==> src/rtl/cdiv_pkg.sv <==
package cdiv_pkg;

  localparam int RATIO_W = 6;

  typedef logic [RATIO_W-1:0] ratio_t;

  typedef struct packed {
    logic   legal;
    ratio_t ratio;
  } ratioEntry_t;

  // control -> datapath: ratio waiting for the next period and its low length
  typedef struct packed {
    ratio_t ratio;
    ratio_t lowLen;
  } divCmd_t;

  function automatic ratioEntry_t lookupRatio(input int tableSel, input int unsigned code);
    int r;
    ratioEntry_t e;
    r = 0;
    case (tableSel)
      0: case (code)
           0: r = 8;
           1: r = 9;
           2: r = 10;
           3: r = 15;
           default: r = 0;
         endcase
      1: r = (code < 4) ? 8 * (int'(code) + 1) : 0;
      2: case (code)
           0, 1, 2, 3, 4, 5: r = 9 + int'(code);
           6: r = 16;
           7: r = 18;
           default: r = 0;
         endcase
      3: case (code)
           0: r = 2;
           1: r = 3;
           2: r = 4;
           3: r = 8;
           4: r = 16;
           default: r = 0;
         endcase
      4: case (code)
           7:  r = 8;
           15: r = 16;
           default: r = 0;
         endcase
      default: r = 0;
    endcase
    e.legal = (r != 0);
    e.ratio = ratio_t'(r);
    return e;
  endfunction

  function automatic int unsigned resetCode(input int tableSel);
    return (tableSel == 4) ? 7 : 0;
  endfunction

  function automatic ratio_t halfLow(input ratio_t n);
    return ratio_t'((int'(n) + 1) / 2);
  endfunction

  // smallest high phase over every legal code of a table
  function automatic int minHalf(input int tableSel, input int codeCount);
    int best;
    ratioEntry_t e;
    best = 1 << RATIO_W;
    for (int c = 0; c < codeCount; c++) begin
      e = lookupRatio(tableSel, c);
      if (e.legal && (int'(e.ratio) / 2) < best) best = int'(e.ratio) / 2;
    end
    return best;
  endfunction

endpackage

==> src/rtl/cdiv_ctrl.sv <==
module cdiv_ctrl
  import cdiv_pkg::*;
#(
  parameter int TABLE_SEL = 0,
  parameter int CODE_W    = 4,
  parameter ratio_t RESET_RATIO = 8
) (
  input  logic              clkIn,
  input  logic              rstN,
  input  logic [CODE_W-1:0] divCode,
  input  logic              applyStb,
  output divCmd_t           cmd,
  output logic              codeIllegal
);

  ratioEntry_t decoded;
  ratio_t      pendRatio;
  ratio_t      pendLow;

  assign decoded = lookupRatio(TABLE_SEL, 32'(divCode));

  always_ff @(posedge clkIn or negedge rstN) begin
    if (!rstN) begin
      pendRatio   <= RESET_RATIO;
      pendLow     <= halfLow(RESET_RATIO);
      codeIllegal <= 1'b0;
    end else if (applyStb) begin
      codeIllegal <= !decoded.legal;
      if (decoded.legal) begin
        pendRatio <= decoded.ratio;
        pendLow   <= halfLow(decoded.ratio);
      end
    end
  end

  assign cmd.ratio  = pendRatio;
  assign cmd.lowLen = pendLow;

endmodule

==> src/rtl/cdiv_core.sv <==
module cdiv_core
  import cdiv_pkg::*;
#(
  parameter ratio_t RESET_RATIO = 8
) (
  input  logic    clkIn,
  input  logic    rstN,
  input  divCmd_t cmd,
  output logic    clkOut
);

  ratio_t cnt;
  ratio_t cntNext;
  ratio_t actRatio;
  ratio_t actLow;
  logic   wrap;

  assign cntNext = cnt + ratio_t'(1);
  assign wrap    = (cntNext == actRatio);

  // ratio is swapped only on the wrap edge, where the output goes low anyway
  always_ff @(posedge clkIn or negedge rstN) begin
    if (!rstN) begin
      cnt      <= '0;
      actRatio <= RESET_RATIO;
      actLow   <= halfLow(RESET_RATIO);
      clkOut   <= 1'b0;
    end else if (wrap) begin
      cnt      <= '0;
      actRatio <= cmd.ratio;
      actLow   <= cmd.lowLen;
      clkOut   <= 1'b0;
    end else begin
      cnt      <= cntNext;
      clkOut   <= (cntNext >= actLow);
    end
  end

endmodule

==> src/rtl/coded_clk_div.sv <==
module coded_clk_div
  import cdiv_pkg::*;
#(
  parameter int TABLE_SEL = 0,
  parameter int CODE_W    = 4
) (
  input  logic              clkIn,
  input  logic              rstN,
  input  logic [CODE_W-1:0] divCode,
  input  logic              applyStb,
  output logic              clkOut,
  output logic              codeIllegal
);

  localparam ratio_t RESET_RATIO = lookupRatio(TABLE_SEL, resetCode(TABLE_SEL)).ratio;

  divCmd_t cmdBus;

  cdiv_ctrl #(
    .TABLE_SEL  (TABLE_SEL),
    .CODE_W     (CODE_W),
    .RESET_RATIO(RESET_RATIO)
  ) uCtrl (
    .clkIn      (clkIn),
    .rstN       (rstN),
    .divCode    (divCode),
    .applyStb   (applyStb),
    .cmd        (cmdBus),
    .codeIllegal(codeIllegal)
  );

  cdiv_core #(
    .RESET_RATIO(RESET_RATIO)
  ) uCore (
    .clkIn (clkIn),
    .rstN  (rstN),
    .cmd   (cmdBus),
    .clkOut(clkOut)
  );

endmodule

==> config.mk <==
export PLATFORM = sky130hd
export DESIGN_NAME = coded_clk_div
export DESIGN_NICKNAME = d
export VERILOG_FILES = /design/src/rtl/cdiv_pkg.sv /design/src/rtl/cdiv_ctrl.sv /design/src/rtl/cdiv_core.sv /design/src/rtl/coded_clk_div.sv
export SDC_FILE = /design/constraint.sdc
export NUM_CORES = 1
export LEC_CHECK = 0
export BUFFER_PORTS_ARGS = -buffer_cell sky130_fd_sc_hd__buf_2
export CORE_UTILIZATION = 35
export DETAILED_ROUTE_END_ITERATION = 10
export PLACE_DENSITY = 0.51
export SLEW_MARGIN = 25
export SYNTH_ARGS = -nofsm -noshare
export SYNTH_HDL_FRONTEND = slang
export SYNTH_SLANG_ARGS = --single-unit
==> constraint.sdc <==
create_clock -name clkIn -period 2.42 [get_ports clkIn]
set_input_delay 0.121 -clock clkIn [delete_from_list [all_inputs] [get_ports clkIn]]
set_output_delay 0.121 -clock clkIn [all_outputs]
set_load 0.02 [all_outputs]
==> metrics.md <==
| Metric | Value |
|---|---|
| Status | complete, no violations |
| Sequential share of the synthesized area | between 50% and 60% |
| CP max-delay cell | dfrtp_1 |
| Max Used Layer | met4 |
| Max Clock Skew | roughly 4.2 ps |
| Actual slew at the worst max-slew pin | approximately 480 ps |
| Crit-path max FO | 11 |
| Post-DR vias/cell | ~4.7 |
| IO Pins | 9 |
| Synth Register Bits | 22 |
| Remaining routing DRC violations | 0 |
| Detail Route met2 WL | between 700 and 800 um |
| Initial antenna violation count | 0 |
| Fin crit share | 93.2% |
| Initial Util | around 37% |
| Max clock buf depth | 2 |
| Synth Area per Inst | 12.3 um^2 |
| Min-delay worst type | primary input to flop |
| Leak pwr | approximately 0.00052 uW |
| Clk sink count | 22 |
| Maxcap violations | 0 |
| Mapped Area | 0.00105 mm^2 |
| RSZ-0062 raised after global routing | false |
| Worst EP required | between 2000 and 3000 ps |
| Syn_nets | 98 |
| First-pass GRT wire length | just under 3000 um |
| Fin. max-slew vios | 0 |
| WL per Instance | around 13 um |
| Total track usage | between 10% and 20% |
| Root buffer cell | clkbuf_4 |
| CTS tree | done |
| Via count | 607 |
| Synth-to-Final Area Change | 13.5% |
| Total power | just over 700 uW |
| GP Congestion | 0.694 |
| Htree depth | 1 |
| Synthesized netlist cell count | 85 |
| Yosys warnings | 0 |
| Gr ovfl total | 0 |
| Antenna fix cells | 0 |
| Die height | around 57 um |
| Critical path endpoint category | flop |
| Final WL | 1620 um |
| Iteration-0 DRC Markers | 10 |
| Final min period | 2260 ps |
| Total core area | around 0.0028 mm^2 |
| Filler-free cell count of the finished design | 128 |
| Rows | 19 |
| Slew margin rel. | 67.9% |
| Met3 routed WL | approximately 68 um |
| Final Instance Area | between 0.001 and 0.0015 mm^2 |
| Power per cell area | around 600 mW/mm^2 |
| Post-Route Utilization | a little over two fifths |
| Count of different cell masters after synthesis | 26 |
| Most used DFF post-synth | dfrtp_1 |
| DP HPWL | 1200 um |
| Crit start category | flop |
| Peak Freq | 443 MHz |
| Setup TNS | 0 ps |
| CP Class | flop to flop |
| Skew-Pair Late Insertion Delay | 310 ps |
| Remaining antenna violation count | 0 |
| Reg clk slew, reported paths | ~130 ps |
| Peak supply drop | ~0.46 mV |
| First drt pass iteration count | 2 |
| Number of global-route vias before repair | 605 |
| Die width | approximately 57 um |
| Nets | ~110 |
| Crit path DAT | 2470 ps |
| Largest net degree at the start of global routing | 23 |
| Async S/R FF share, synth | 100% |
| Port Buffers | 8 |
| CTS buffer count | 3 |
| Final Hold Fails | 0 |
| Number of synthesized flops with an enable pin | 0 |
| CP Cell Sequence | ha_1 > xnor2_2 > xnor2_1 > nand3_1 > nor4_4 > buf_4 > mux2_1 |
| Slowest stage delay, CP | approximately 460 ps |
| Placed inst area | between 0.001 and 0.0015 mm^2 |
| Met1 wire length | 764 um |
| Setup violators final | 0 |
| Area of the die | 0.00322 mm^2 |
| Placed cell count | roughly 120 |
| Share of cells above drive strength 1 | 26.8% |
==> cell usage after synthesis (all sizes together), types with 2 or more instances <==
cell type   n  area, um^2
nand3       4        25.0
dfstp       4         105
dfrtp      18         450
nand2       2        7.51
inv         6        22.5
xor2        4        35.0
and2        3        18.8
ha          6        75.1
a21o        2        15.0
mux2        9         120
o21ai       2        10.0
a21oi       2        10.0
xnor2       5        43.8
nor2       10        37.5
==> timing repair <==
| action | CTS | global route |
|---|---|---|
| gates resized for setup | 0 | 1 |
| endpoints found under the setup margin | 0 | 4 |
| endpoints found under the hold margin | 18 | 0 |
| hold buffers | 1 | 0 |
| buffers inserted | 0 | 0 |
==> registers in the layout (all words and copies together) (netlist names) <==
signal             cells
uCore.actRatio         3
uCore.clkOut           1
uCtrl.pendLow          3
uCore.actLow           4
uCtrl.codeIllegal      1
uCtrl.pendRatio        4
uCore.cnt              6
==> placed cells by master (no fill, tap or decap), drive strengths merged <==
master       Yosys  routed
a21o             2       2
a21oi            2       2
and2             3       3
buf              1       9
bufinv           0       1
clkbuf           1       3
dfrtp           18      18
dfstp            4       4
dlygate4sd3      0       1
ha               6       6
inv              6       6
mux2             9       9
mux2i            1       1
nand2            2       2
nand2b           1       1
nand3            4       4
nor2            10      10
nor2b            1       1
nor4             1       1
o21a             1       1
o21ai            2       2
or2              1       1
xnor2            5       5
xor2             4       4
==> layer usage <==
| layer | vias up | GRT usage [%] |
|---|---|---|
| met5 | - | 0 |
| met4 | 0 | 4.18 |
| met3 | 2 | 4.84 |
| met2 | 10 | 19.4 |
| met1 | 290 | 15.4 |
| li1 | 305 | - |
==> stage by stage <==
step | hold slack (ps) | worst slack (ps)
finish | 23.1 | 164
floorplan | -175 | 339
CTS | 13.1 | 108
detailed placement | 118 | 135
global route | 22.6 | 40.3
global placement | 116 | 246
==> cell families (layout without fill, tap and decap cells) <==
kind of cell / Yosys count / in the layout / synth area share (%)
XOR/XNOR: 9 / 9 / 7.52
multiplexers: 10 / 10 / 12.4
buffers and inverters: 8 / 20 / 3.58
AO/OA/AOI/OAI: 7 / 7 / 4.06
AND/OR/NAND/NOR: 23 / 23 / 12.3
flip-flops: 22 / 22 / 53.0
adder cells (fa/ha/maj): 6 / 6 / 7.16
==> critical path: cells and delay by family, from the launching register on <==
family,cells,cell delay [ps]
multiplexers,1,330
adder cells (fa/ha/maj),1,270
flip-flops,1,460
buffers and inverters,1,250
XOR/XNOR,2,400
AND/OR/NAND/NOR,2,440
==> power by group <==
group	internal (uW)	switching, uW	leakage [uW]
combinational	17.7	20.9	0.000235
clock	167	117	0.0000279
sequential	388	9.15	0.000261
==> path summary, 6_finish.rpt <==
kind,startpoint,endpoint,slack (ps),cells after the start
worst max register to register,uCore.cnt[0],uCore.actLow[0],160,7
worst min register to register,uCtrl.pendRatio[1],uCtrl.pendRatio[1],510,1
min in group asynchronous,rstN,uCtrl.codeIllegal,280,2
max in group asynchronous,rstN,uCtrl.pendLow[2],1780,2
worst max-delay path,uCore.cnt[0],uCore.actLow[0],160,7
worst min-delay path,applyStb,uCtrl.codeIllegal,20,3
==> final cells by class <==
type | instances | area, um^2
fillers | 268 | 1620
flip-flops and latches | 22 | 556
multi-input cells | 55 | 463
repair buffers | 10 | 57.6
well taps | 31 | 38.8
clock inverters | 1 | 30.0
clock buffers | 3 | 22.5
inverters | 6 | 22.5
(Power assumes the default switching activity.)
